## config.mk

```make
export PLATFORM = sky130hd
export DESIGN_NAME = sc_boost_gate_seq
export DESIGN_NICKNAME = d
export VERILOG_FILES = /design/src/rtl/gsq_pkg.sv /design/src/rtl/gsq_period_cnt.sv /design/src/rtl/gsq_duty_latch.sv /design/src/rtl/gsq_window.sv /design/src/rtl/sc_boost_gate_seq.sv
export SDC_FILE = /design/constraint.sdc
export NUM_CORES = 1
export LEC_CHECK = 0
export ABC_CLOCK_PERIOD_IN_PS = 3300
export BUFFER_PORTS_ARGS = -buffer_cell sky130_fd_sc_hd__buf_4
export CAP_MARGIN = 15
export CORE_MARGIN = 4
export CORE_UTILIZATION = 25
export DETAILED_ROUTE_END_ITERATION = 7
export GPL_TIMING_DRIVEN = 0
export SLEW_MARGIN = 5
export SYNTH_ARGS = -nofsm -noshare
export SYNTH_HDL_FRONTEND = slang
export SYNTH_HIERARCHICAL = 1
export SYNTH_SLANG_ARGS = --single-unit
```

## constraint.sdc

```tcl
create_clock -name clk -period 3.3 [get_ports clk]
set_clock_uncertainty 0.05 [all_clocks]
set_input_delay 0.165 -clock clk [delete_from_list [all_inputs] [get_ports clk]]
set_output_delay 0.165 -clock clk [all_outputs]
set_load 0.01 [all_outputs]
```

## src/rtl/gsq_pkg.sv

```systemverilog
// Shared definitions for the gate sequence generator.
// Assumes four gate outputs, indexed by the enum below.
package gsq_pkg;
    typedef enum int {
        GATE_PAR = 0,
        GATE_SER = 1,
        GATE_LO  = 2,
        GATE_HI  = 3
    } gate_idx_e;
    localparam int NUM_GATES = 4;
endpackage

```

## src/rtl/gsq_period_cnt.sv

```systemverilog
// Period position counter: counts 0..PERIOD_TICKS-1 while run is high,
// and is held at 0 while run is low. Assumes PERIOD_TICKS >= 2.
module gsq_period_cnt #(
    parameter int PERIOD_TICKS = 1000,
    parameter int CNT_W        = $clog2(PERIOD_TICKS)
) (
    input  logic             clk,
    input  logic             rst_n,
    input  logic             run,
    output logic [CNT_W-1:0] cnt,
    output logic             at_last
);
    localparam logic [CNT_W-1:0] LAST = CNT_W'(PERIOD_TICKS - 1);

    assign at_last = (cnt == LAST);

    // advance the position, wrapping at the period end
    always_ff @(posedge clk) begin
        if (!rst_n || !run) begin
            cnt <= '0;
        end else if (at_last) begin
            cnt <= '0;
        end else begin
            cnt <= cnt + 1'b1;
        end
    end
endmodule

```

## src/rtl/gsq_duty_latch.sv

```systemverilog
// Threshold capture: clamps the charge and on-time commands into their
// legal range and holds them for a whole period. Assumes DMAX_TICKS
// fits in CNT_W bits.
module gsq_duty_latch #(
    parameter int CNT_W      = 10,
    parameter int DMAX_TICKS = 850
) (
    input  logic             clk,
    input  logic             rst_n,
    input  logic             load,
    input  logic [CNT_W-1:0] z_in,
    input  logic [CNT_W-1:0] d_in,
    output logic [CNT_W-1:0] z_q,
    output logic [CNT_W-1:0] d_q
);
    localparam logic [CNT_W-1:0] DMAX_V = CNT_W'(DMAX_TICKS);

    logic [CNT_W-1:0] z_c;
    logic [CNT_W-1:0] d_c;

    // clamp Z to the on-time ceiling, then D into [Z, ceiling]
    always_comb begin
        z_c = (z_in > DMAX_V) ? DMAX_V : z_in;
        if (d_in < z_c) begin
            d_c = z_c;
        end else if (d_in > DMAX_V) begin
            d_c = DMAX_V;
        end else begin
            d_c = d_in;
        end
    end

    // capture only at a period boundary
    always_ff @(posedge clk) begin
        if (!rst_n) begin
            z_q <= '0;
            d_q <= '0;
        end else if (load) begin
            z_q <= z_c;
            d_q <= d_c;
        end
    end
endmodule

```

## src/rtl/gsq_window.sv

```systemverilog
// Half-open position window: on is high when lo <= pos < hi.
// An empty window (hi <= lo) is never on.
module gsq_window #(
    parameter int BW = 11
) (
    input  logic [BW-1:0] pos,
    input  logic [BW-1:0] lo,
    input  logic [BW-1:0] hi,
    output logic          on
);
    // compare the position against both bounds
    always_comb begin
        on = (pos >= lo) && (pos < hi);
    end
endmodule

```

## src/rtl/sc_boost_gate_seq.sv

```systemverilog
// Three-interval gate sequencer for a switched-capacitor boost stage.
// Charge slot [0,Z), series slot [Z+DT,D), low side [DT,D), and high
// side [D+DT,P). All outputs are registered, one cycle behind the count.
// Assumes DMAX_TICKS + DEAD_TICKS < PERIOD_TICKS.
module sc_boost_gate_seq #(
    parameter int PERIOD_TICKS = 1000,
    parameter int DEAD_TICKS   = 4,
    parameter int DMAX_TICKS   = 850,
    parameter int CNT_W        = $clog2(PERIOD_TICKS)
) (
    input  logic             clk,
    input  logic             rst_n,
    input  logic             enable,
    input  logic [CNT_W-1:0] z_ticks,
    input  logic [CNT_W-1:0] d_cmd,
    output logic             gate_par,
    output logic             gate_ser,
    output logic             gate_lo,
    output logic             gate_hi,
    output logic             period_start
);
    import gsq_pkg::*;

    localparam int            BW  = CNT_W + 1;
    localparam logic [BW-1:0] DTX = BW'(DEAD_TICKS);
    localparam logic [BW-1:0] PX  = BW'(PERIOD_TICKS);

    logic [CNT_W-1:0]     cnt;
    logic                 at_last;
    logic [CNT_W-1:0]     z_q;
    logic [CNT_W-1:0]     d_q;
    logic [BW-1:0]        pos_x;
    logic [BW-1:0]        z_x;
    logic [BW-1:0]        d_x;
    logic [BW-1:0]        lo_b [NUM_GATES];
    logic [BW-1:0]        hi_b [NUM_GATES];
    logic [NUM_GATES-1:0] win_on;
    logic [NUM_GATES-1:0] gates_q;
    logic                 strobe_q;

    gsq_period_cnt #(
        .PERIOD_TICKS(PERIOD_TICKS),
        .CNT_W       (CNT_W)
    ) u_cnt (
        .clk    (clk),
        .rst_n  (rst_n),
        .run    (enable),
        .cnt    (cnt),
        .at_last(at_last)
    );

    gsq_duty_latch #(
        .CNT_W     (CNT_W),
        .DMAX_TICKS(DMAX_TICKS)
    ) u_latch (
        .clk  (clk),
        .rst_n(rst_n),
        .load (!enable || at_last),
        .z_in (z_ticks),
        .d_in (d_cmd),
        .z_q  (z_q),
        .d_q  (d_q)
    );

    assign pos_x = {1'b0, cnt};
    assign z_x   = {1'b0, z_q};
    assign d_x   = {1'b0, d_q};

    // window bounds of each gate for the current period
    always_comb begin
        lo_b[GATE_PAR] = '0;
        hi_b[GATE_PAR] = z_x;
        lo_b[GATE_SER] = z_x + DTX;
        hi_b[GATE_SER] = d_x;
        lo_b[GATE_LO]  = DTX;
        hi_b[GATE_LO]  = d_x;
        lo_b[GATE_HI]  = d_x + DTX;
        hi_b[GATE_HI]  = PX;
    end

    for (genvar g = 0; g < NUM_GATES; g++) begin : g_win
        gsq_window #(.BW(BW)) u_win (
            .pos(pos_x),
            .lo (lo_b[g]),
            .hi (hi_b[g]),
            .on (win_on[g])
        );
    end

    // register gates and strobe; force all low while disabled
    always_ff @(posedge clk) begin
        if (!rst_n) begin
            gates_q  <= '0;
            strobe_q <= 1'b0;
        end else begin
            gates_q  <= enable ? win_on : '0;
            strobe_q <= enable && (cnt == '0);
        end
    end

    assign gate_par     = gates_q[GATE_PAR];
    assign gate_ser     = gates_q[GATE_SER];
    assign gate_lo      = gates_q[GATE_LO];
    assign gate_hi      = gates_q[GATE_HI];
    assign period_start = strobe_q;
endmodule

```

==> key figures, run 1 <==
Floorplan
  – CORE AREA: 16600 µm²
  – Die footprint: 19100 µm²
  – Die X: 138 µm
  – Die Height: 138 µm
  – Row cnt: 47
  – Ports: 28
  – Initial core utilization: 25.5%

Worst hold path
  – Hold_sp: enable
  – Worst hold-check path type: primary input to flip-flop

Layout
  – Sequential Area: 704 µm²
  – Fraction of layout cells with a size suffix above 1: 10.6%
  – Area occupied by multi-input gates: 3300 µm²
  – Post-layout net count: 743
  – Utilization after layout: 30.4%
  – Post-route insts no fill: 845
  – Filler cell count: 1815
  – Area Overhead vs Synth: 19.2%
  – Antenna diode count: 0

Synth
  – Synth area leader: ha_1
  – Post-Syn Instances: 548
  – Post-synth top area share: 28.4%
  – Ys flop type: dfxtp_1
  – Sequential share of the synthesized area: 16.5%
  – Netlist cell types: 53
  – Count leader, synth: ha_1
  – Seq cells post-synth: 35
  – Synth warn: 6
  – Post-synth top cells: ha_1 (96), inv_1 (91), a21oi_1 (56), nand2_1 (44), dfxtp_1 (35)
  – Area contributors post-synth: ha_1 (28%), dfxtp_1 (17%), inv_1 (8.1%), a21oi_1 (6.6%), nand2_1 (3.9%)
  – Post-synth EDFFs: 0
  – Syn_area_per_cell: 7.73 µm²
  – Mapped Area: 4240 µm²
  – Share of flip-flops with an asynchronous set or reset: 0%

STA
  – FMAX: 339 MHz
  – Setup TNS after final layout: 0 ns
  – Least-Margin Pin Slew: 0.693 ns
  – Pins over their slew limit: 0
  – Setup Viol. Count Final: 0
  – Relative slew slack: 53.7%
  – WHS: 0.116 ns
  – Period utilization: 89.3%
  – Tmin final: 2.95 ns
  – Unrepaired setup endpoints after global routing: false
  – Final Hold Fails: 0

Placed design
  – Gpl congestion: 0.808
  – HPWL after DPL: 7840 µm
  – Port bufs: 27
  – Dpl cells: 837

Worst setup path
  – Crit. Startpoint: u_cnt/cnt[1]
  – Slowest-stage cell, CP: dfxtp_2
  – Most numerous cell on the critical path: clkbuf_1
  – WP buf/inv: 3
  – CP top delay family: buffers and inverters
  – Crit Path Class: flip-flop to flip-flop
  – Worst Setup End Kind: flip-flop
  – Critical path, cell by cell: ha_1 -> and4bb_1 -> nand2_1 -> nor2_1 -> nand2b_1 -> clkbuf_1 -> clkbuf_1 -> clkbuf_1 -> nand3_1 -> a21oi_1
  – Worst path max stage delay: 0.53 ns
  – Worst reg2reg path startpoint: u_cnt/cnt[1]
  – Worst Path Required: 3.47 ns
  – Data arrival, critical path: 3.12 ns
  – Largest fanout on the critical path: 11
  – Startpoint Class: flip-flop

Flow run
  – Max-cap viol count: 0

Drt
  – Vias per inst: 4.43
  – Initial drt markers: 200
  – DRC violations left: 0
  – Final wirelength: 9980 µm
  – Average wire per standard cell: 11.8 µm
  – Drt first pass iters: 4
  – Post-route ant nets: 0
  – Vias: 3743

Global route
  – Remaining Overflow, GRT: 0
  – Initial antenna violation count: 0
  – Vias in the first global route: 3612
  – Largest net degree at the start of global routing: 16
  – Gr usage total: 10.8%
  – Global-route wire length before repair: 17300 µm

Clock tree
  – Clock buffer depth: 2
  – Clock-pin slew on the worst setup and hold paths: 0.06 ns
  – Clock sinks: 35
  – Worst-Skew Late Latency: 0.29 ns
  – CTS tree: yes
  – CTS H-tree lvls: 2
  – Hold bufs inserted after CTS: 0
  – Root Driver: clkbuf_16
  – CTS buffer count: 5

Status
  – Status: finished clean

Power and ir drop
  – Static Leak: 2.32 nW
  – Pwr dens: 273 nW/µm²
  – VDD IR max: 183 µV
-- flip-flops by register name, indices dropped and copies added, names as in the netlist --
register,count
u_latch/z_q,10
gates_q,4
period_start,1
u_latch/d_q,10
u_cnt/cnt,10
-- metrics by stage --
step                total power (W)  setup WS, ns  cell area, µm²
finish                      0.00138         0.352            5050
global route                0.00148        0.0310            5050
CTS                         0.00139         0.121            5040
detailed placement         0.000832         0.123            4870
global placement           0.000827         0.104            4870
floorplan                  0.000729         0.926            4390
-- final timing paths --
kind                                       end  slack (ns)  depth (start not counted)
worst min register to register  u_latch/z_q[0]        0.46                          2
worst max register to register  u_latch/z_q[7]        0.35                         10
worst max-delay path            u_latch/z_q[7]        0.35                         10
worst min-delay path                gates_q[1]        0.12                          2
-- where the power goes --
group	switching (W)	leakage (nW)	internal (W)	total, W
clock network	0.000179	0.0868	0.000375	0.000554
logic	0.000190	1.94	0.000153	0.000343
registers	0.0000376	0.288	0.000446	0.000484
-- metal layers --
layer  wire, µm  vias to the layer above  global-route usage (%)  part of all wire (%)
li1           -                     2044                       -                     -
met1       5370                     1635                    15.4                    54
met2       4090                       56                    16.7                    41
met3        422                        8                    2.38                   4.2
met4        110                        0                    2.34                   1.1
met5          0                        -                       0                     0
-- area by class of cell --
cell class | count | share of cell area [%]
Inverter | 91 | 6.77
Timing Repair Buffer | 27 | 4.01
Buffer | 9 | 0.991
Sequential cell | 35 | 14.0
Clock inverter | 2 | 0.694
Multi-Input combinational cell | 455 | 65.4
Clock buffer | 6 | 2.75
Tap cell | 220 | 5.45
-- worst reg2reg max path, stage by stage (launching register included) --
cell      delay (ns)
dfxtp_2         0.53
ha_1            0.29
and4bb_1        0.26
nand2_1         0.11
nor2_1          0.12
nand2b_1        0.18
clkbuf_1        0.32
clkbuf_1        0.36
clkbuf_1        0.38
nand3_1         0.14
a21oi_1         0.14
-- placed cells by master, fill, tap and decap left out, drive strengths merged, types with 5 or more instances in the layout --
master   n
buf     29
inv     91
ha      96
conb    44
clkbuf  13
nand2   44
xnor2    9
and3    11
nand3   29
a31oi   13
nor2    29
o211ai   6
a21o     6
o21ai   27
dfxtp   35
a211oi   7
nor2b    5
nand2b  11
nand4   13
xor2     8
or3      5
a21oi   57
-- repair_timing --
| action | 4_1_cts | 5_1_grt |
|---|---|---|
| gates resized for setup | 0 | 3 |
| endpoints found under the setup margin | 0 | 10 |
| endpoints found under the hold margin | 0 | 0 |
| setup buffers | 0 | 0 |
-- cells by family after synthesis --
kind of cell	share of synthesized area, %
AND/OR/NAND/NOR	21.5
AO/OA/AOI/OAI	20.1
buffers and inverters	9.25
adder cells (fa/ha/maj)	28.4
flip-flops	16.5
XOR/XNOR	3.52
other	0.177
multiplexers	0.473
(Power assumes the default switching activity.)
==> run 2: changes to the inputs <==
--- a/config.mk
+++ b/config.mk
@@ -5,6 +5,7 @@
 export SDC_FILE = /design/constraint.sdc
 export NUM_CORES = 1
 export LEC_CHECK = 0
+export ABC_AREA = 1
 export ABC_CLOCK_PERIOD_IN_PS = 3300
 export BUFFER_PORTS_ARGS = -buffer_cell sky130_fd_sc_hd__buf_4
 export CAP_MARGIN = 15
@@ -12,6 +13,7 @@
 export CORE_UTILIZATION = 25
 export DETAILED_ROUTE_END_ITERATION = 7
 export GPL_TIMING_DRIVEN = 0
+export RECOVER_POWER = 25
 export SLEW_MARGIN = 5
 export SYNTH_ARGS = -nofsm -noshare
 export SYNTH_HDL_FRONTEND = slang
==> constraint.sdc (replaced) <==
create_clock -name clk -period 3.3 [get_ports clk]
set_clock_uncertainty 0.05 [all_clocks]
set_input_delay 0.165 -clock clk [delete_from_list [all_inputs] [get_ports clk]]
set_output_delay 0.165 -clock clk [all_outputs]
set_load 0.1 [all_outputs]
==> run 2 against run 1 <==
Net effect:
- combinational power rose by 18%
- critical path depth grew 5
- non-clock buffer count down 3
- critical path type unchanged
- wire length is 2.4% higher
- final area grew 8.3%
- power decreased by 2.2%
- largest cell class unchanged
- sequential share of layout area shrank 1.1 points
==> key figures, run 2 <==
STA
  – Relative slew slack: 21.9%
  – Final Hold Fails: 0
  – Final worst setup slack: 1.04 ns
  – Unrepaired setup endpoints after global routing: false
  – Setup Viol. Count Final: 0
  – Period utilization: 68.4%
  – FMAX: 443 MHz
  – Setup TNS after final layout: 0 ns
  – Tmin final: 2.26 ns
  – Pins over their slew limit: 0
  – Least-Margin Pin Slew: 1.18 ns

Synth
  – Sequential share of the synthesized area: 14.9%
  – Seq cells post-synth: 35
  – Mapped Area: 4700 µm²
  – Post-synth top area share: 25.6%
  – Share of flip-flops with an asynchronous set or reset: 0%
  – Post-Syn Instances: 754
  – Count leader, synth: nand2_1
  – Synth warn: 6
  – Syn_area_per_cell: 6.23 µm²
  – Netlist cell types: 31
  – Synth area leader: ha_1
  – Post-synth EDFFs: 0
  – Area contributors post-synth: ha_1 (26%), nand2_1 (15%), dfxtp_1 (15%), inv_1 (13%), nor2_1 (5.9%)
  – Post-synth top cells: nand2_1 (189), inv_1 (159), ha_1 (96), nor2_1 (74), a21oi_1 (54)
  – Ys flop type: dfxtp_1

Placed design
  – Port bufs: 27
  – HPWL after DPL: 8170 µm
  – Dpl ws: 0.807 ns
  – Gpl congestion: 0.798
  – Dpl cells: 1052
  – Dpl cell area: 5350 µm²

Global route
  – Initial antenna violation count: 0
  – Gr usage total: 10.1%
  – Vias in the first global route: 4051
  – Largest net degree at the start of global routing: 16
  – Global-route wire length before repair: 18300 µm
  – Remaining Overflow, GRT: 0

Worst setup path
  – R2R depth: 15
  – Crit. Startpoint: u_latch/z_q[2]
  – Data arrival, critical path: 2.37 ns
  – Worst setup endpoint: gates_q[1]
  – Startpoint Class: flip-flop
  – Crit Path Class: flip-flop to flip-flop
  – CP top delay family: simple AND/OR/NAND/NOR gates
  – Most numerous cell on the critical path: inv_1
  – Worst Setup End Kind: flip-flop
  – Worst path max stage delay: 0.42 ns
  – WP buf/inv: 3
  – Reg2reg setup slack: 1.04 ns
  – Slowest-stage cell, CP: dfxtp_1
  – Worst reg2reg path startpoint: u_latch/z_q[2]
  – RR Endpoint: gates_q[1]
  – Worst Path Required: 3.41 ns
  – Stages on the worst setup path: 15
  – Critical path, cell by cell: ha_1 -> nand2_2 -> nor2_2 -> nand3_1 -> nor2_2 -> inv_1 -> ha_1 -> nand2_2 -> inv_1 -> a21oi_1 -> nand2_1 -> nor2_1 -> a21oi_2 -> inv_1 -> nor2_1
  – Largest fanout on the critical path: 5

Clock tree
  – Root Driver: clkbuf_16
  – Worst-Skew Late Latency: 0.28 ns
  – Setup bufs post-CTS: 0
  – Clock sinks: 35
  – CTS H-tree lvls: 2
  – CTS buffer count: 5
  – Clock buffer depth: 2
  – Post-CTS Resized: 0
  – CTS tree: yes
  – Clock-pin slew on the worst setup and hold paths: 0.05 ns
  – Hold bufs inserted after CTS: 0

Layout
  – Design Area, Final: 5470 µm²
  – Post-route insts no fill: 1059
  – Top flop regs: u_cnt/cnt: 10 flops, u_latch/d_q: 10 flops, u_latch/z_q: 10 flops
  – Fraction of layout cells with a size suffix above 1: 9.40%
  – Commonest non-fill, non-tap cell in the layout: nand2_1
  – Post-layout net count: 949
  – Filler cell count: 2020
  – Antenna diode count: 0
  – Area Overhead vs Synth: 16.4%
  – Commonest non-fill, non-tap cells in the layout: nand2_1 (190), inv_1 (159), ha_1 (96)

Power and ir drop
  – VDD IR max: 161 µV
  – Sequential Power Share: 35.8%
  – Switching share of power: 33.5%
  – Combinational share of power: 30.0%
  – Total Power: 0.00135 W
  – Pwr dens: 247 nW/µm²
  – Psw: 0.000453 W
  – Internal Power: 0.000898 W
  – Clock power frac: 34.3%
  – Static Leak: 2.83 nW

Drt
  – Final wirelength: 10200 µm
  – DRC violations left: 0
  – Vias per inst: 4.06
  – Post-route ant nets: 0
  – Initial drt markers: 139
  – Average wire per standard cell: 9.65 µm
  – Drt first pass iters: 4
  – Vias: 4304

Worst hold path
  – Worst hold-check path type: primary input to flip-flop

Floorplan
  – Ports: 28
  – Initial core utilization: 25.8%
  – Row cnt: 49
  – CORE AREA: 18200 µm²
  – Die footprint: 21100 µm²
  – Die Height: 145 µm
  – Die X: 145 µm

Status
  – Status: finished clean

Flow run
  – Max-cap viol count: 0
run 2: area by class of cell:
type | count | area (µm²) | share of cell area, %
Inverter | 162 | 608 | 11.1
Multi-Input combinational cell | 593 | 3500 | 64.0
Timing Repair Buffer | 27 | 184 | 3.36
Tap cell | 229 | 287 | 5.24
Clock inverter | 1 | 5.00 | 0.0915
Clock buffer | 6 | 139 | 2.54
Sequential cell | 35 | 701 | 12.8
Buffer | 6 | 43.8 | 0.801
run 2: kinds of logic after synthesis:
group / synth area share (%)
other: 0.160
flip-flops: 14.9
XOR/XNOR: 1.49
AND/OR/NAND/NOR: 34.4
buffers and inverters: 13.9
AO/OA/AOI/OAI: 9.58
adder cells (fa/ha/maj): 25.6
run 2: through the flow:
step                      hold slack (ns)  utilization [%]
after floorplan                     0.279                -
after global placement              0.426             29.4
after detailed placement            0.445             29.4
after CTS                           0.150             30.2
after global routing                0.185             30.0
final                               0.157             30.0
run 2: how the worst min path moves through the flow:
| stage | startpoint | end | slack, ns | cells past startpoint |
|---|---|---|---|---|
| 6_report | z_ticks[0] | u_latch/z_q[0] | 0.16 | 3 |
| 5_1_grt | z_ticks[0] | u_latch/z_q[0] | 0.19 | 3 |
| 4_1_cts | z_ticks[0] | u_latch/z_q[0] | 0.15 | 3 |
| 3_5_place_dp | z_ticks[0] | u_latch/z_q[0] | 0.44 | 3 |
| 3_3_place_gp | z_ticks[0] | u_latch/z_q[0] | 0.43 | 3 |
| 2_1_floorplan | z_ticks[0] | u_latch/z_q[0] | 0.28 | 2 |
run 2: tightest hold or removal path, cell delays in order:
cell and delay, ns:
buf_4 0.12, nand2_1 0.09, a21oi_1 0.06
run 2: layer usage:
layer  track usage, %  vias to the layer above  part of all wire (%)  routed length, µm
li1                 -                     2460                     -                  -
met1             14.4                     1792                    54               5470
met2             16.0                       46                    42               4260
met3             1.93                        6                   3.9                399
met4             1.95                        0                  0.89                 91
met5                0                        -                     0                  0
run 2: power groups by stage:
stage	sequential, W	clock (W)	combinational (W)
floorplan	0.000496	0	0.000298
global placement	0.000493	0	0.000399
detailed placement	0.000493	0	0.000405
CTS	0.000484	0.000475	0.000407
global route	0.000489	0.000489	0.000483
finish	0.000483	0.000463	0.000404
==> run 3: changes to the inputs <==
--- a/config.mk
+++ b/config.mk
@@ -5,8 +5,8 @@
 export SDC_FILE = /design/constraint.sdc
 export NUM_CORES = 1
 export LEC_CHECK = 0
-export ABC_AREA = 1
-export ABC_CLOCK_PERIOD_IN_PS = 3300
+export ABC_AREA = 0
+export ABC_CLOCK_PERIOD_IN_PS = 2020
 export BUFFER_PORTS_ARGS = -buffer_cell sky130_fd_sc_hd__buf_4
 export CAP_MARGIN = 15
 export CORE_MARGIN = 4
==> constraint.sdc (replaced) <==
create_clock -name clk -period 2.02 [get_ports clk]
set_clock_uncertainty 0.05 [all_clocks]
set_input_delay 0.101 -clock clk [delete_from_list [all_inputs] [get_ports clk]]
set_output_delay 0.101 -clock clk [all_outputs]
set_load 0.1 [all_outputs]
==> run 3 against run 2 <==
Net effect:
- the run now ends with setup timing left
- register-to-register slack lost 1.3 ns
- sequential cell count stayed put
- final area is 2.7% higher
- highest routed layer unchanged
==> key figures, run 3 (synthesis results as in run 1) <==
Drt
  – DRC violations left: 0
  – Vias per inst: 4.59
  – Post-route ant nets: 0
  – Drt first pass iters: 4
  – Initial drt markers: 177
  – Final wirelength: 10800 µm
  – Vias: 3998
  – Average wire per standard cell: 12.4 µm

STA
  – Unrepaired setup endpoints after global routing: true
  – Tmin final: 2.24 ns
  – FMAX: 447 MHz
  – Setup Viol. Count Final: 12
  – Final Hold Fails: 0
  – Pins over their slew limit: 0
  – Least-Margin Pin Slew: 1.17 ns
  – Final worst setup slack: -0.216 ns
  – Relative slew slack: 22.3%
  – Period utilization: 111%

Worst setup path
  – Largest fanout on the critical path: 4
  – Reg2reg setup slack: -0.22 ns
  – Worst Setup End Kind: flip-flop
  – Crit Path Class: flip-flop to flip-flop
  – Worst Path Required: 2.20 ns
  – Startpoint Class: flip-flop
  – Data arrival, critical path: 2.42 ns

Layout
  – Commonest non-fill, non-tap cells in the layout: inv_1 (91), ha_1 (89), a21oi_1 (53)
  – Antenna diode count: 0
  – Utilization after layout: 33.9%
  – Post-layout net count: 769
  – Area Overhead vs Synth: 32.6%
  – Commonest non-fill, non-tap cell in the layout: inv_1
  – Fraction of layout cells with a size suffix above 1: 23.3%
  – Top flop regs: u_cnt/cnt: 10 flops, u_latch/d_q: 10 flops, u_latch/z_q: 10 flops

Worst hold path
  – Worst hold-check path type: primary input to flip-flop

Clock tree
  – Hold bufs inserted after CTS: 0
  – Clock-pin slew on the worst setup and hold paths: 0.06 ns
  – Clock buffer depth: 2
  – CTS H-tree lvls: 2
  – Worst-Skew Late Latency: 0.28 ns
  – Root Driver: clkbuf_16
  – CTS tree: yes
  – Clock sinks: 35
  – CTS buffer count: 5

Floorplan
  – Die footprint: 19100 µm²
  – Initial core utilization: 25.5%
  – Die X: 138 µm
  – Ports: 28
  – CORE AREA: 16600 µm²
  – Row cnt: 47
  – Die Height: 138 µm

Placed design
  – Gpl congestion: 0.801
  – HPWL after DPL: 7940 µm
  – Port bufs: 27

Status
  – Failing checks: setup timing
  – Status: finished with violations

Power and ir drop
  – VDD IR max: 275 µV
  – Total Power: 0.00239 W
  – Pwr dens: 425 nW/µm²
  – Static Leak: 2.49 nW

Global route
  – Gr usage total: 11.1%
  – Global-route wire length before repair: 17800 µm
  – Vias in the first global route: 3678
  – Largest net degree at the start of global routing: 16
  – Initial antenna violation count: 0
  – Remaining Overflow, GRT: 0

Flow run
  – Max-cap viol count: 0
==> run 3: repair_timing <==
item	4_1_cts	5_1_grt
pin swaps	14	23
resized for setup	44	48
buffers inserted	13	12
endpoints found under the setup margin	24	23
gates cloned	0	1
==> run 3: critical path, cell delays in order, from the launching register on <==
cell and delay, ns:
dfxtp_4 0.38, ha_4 0.13, and3_4 0.20, nand3_2 0.08, xnor2_1 0.13, inv_1 0.09
ha_4 0.28, nand2_2 0.05, nor2_4 0.09, nand2_1 0.10, a2111oi_4 0.41, and3_1 0.20
==> run 3: layout make-up <==
class,count,area (µm²)
fillers,1770,11000
multi-input cells,455,3570
flip-flops and latches,35,768
repair buffers,53,405
inverters,91,342
well taps,220,275
clock buffers,5,125
plain buffers,9,86.3
clock inverters,3,42.5
==> run 3: through the flow <==
stage	TNS, ns	area (µm²)	instances	hold slack (ns)	setup slack [ns]
final	-1.09	5620	871	0.0334	-0.216
after global routing	-1.92	5620	871	0.0533	-0.385
after CTS	-3.30	5380	858	0.0470	-0.356
after detailed placement	-12.05	5000	837	0.347	-0.618
after global placement	-11.84	5000	837	0.340	-0.608
after floorplan	-1.03	4520	590	0.183	-0.145
==> run 3: per-layer routing <==
| metal | share of wire, % | track usage, % | wire, µm | vias up |
|---|---|---|---|---|
| li1 | - | - | - | 2104 |
| met4 | 0.80 | 2.24 | 86 | 0 |
| met3 | 4.4 | 2.14 | 478 | 8 |
| met1 | 51 | 15.9 | 5500 | 1810 |
| met5 | 0 | 0 | 0 | - |
| met2 | 44 | 17.3 | 4700 | 76 |
==> run 3: path summary, 6_finish.rpt <==
kind,start,endpoint,cells after the start
worst min-delay path,z_ticks[2],u_latch/z_q[2],3
worst min register to register,u_latch/z_q[0],u_latch/z_q[0],2
worst max register to register,u_latch/z_q[2],gates_q[1],11
worst max-delay path,u_latch/z_q[2],gates_q[1],11
==> run 3: where the power goes <==
| group | total [W] | internal, W | leakage (nW) | switching, W |
|---|---|---|---|---|
| Combinational | 0.000731 | 0.000326 | 2.11 | 0.000405 |
| Sequential | 0.000773 | 0.000724 | 0.301 | 0.0000497 |
| Clock | 0.000883 | 0.000582 | 0.0818 | 0.000302 |
| Total | 0.00239 | 0.00163 | 2.49 | 0.000756 |
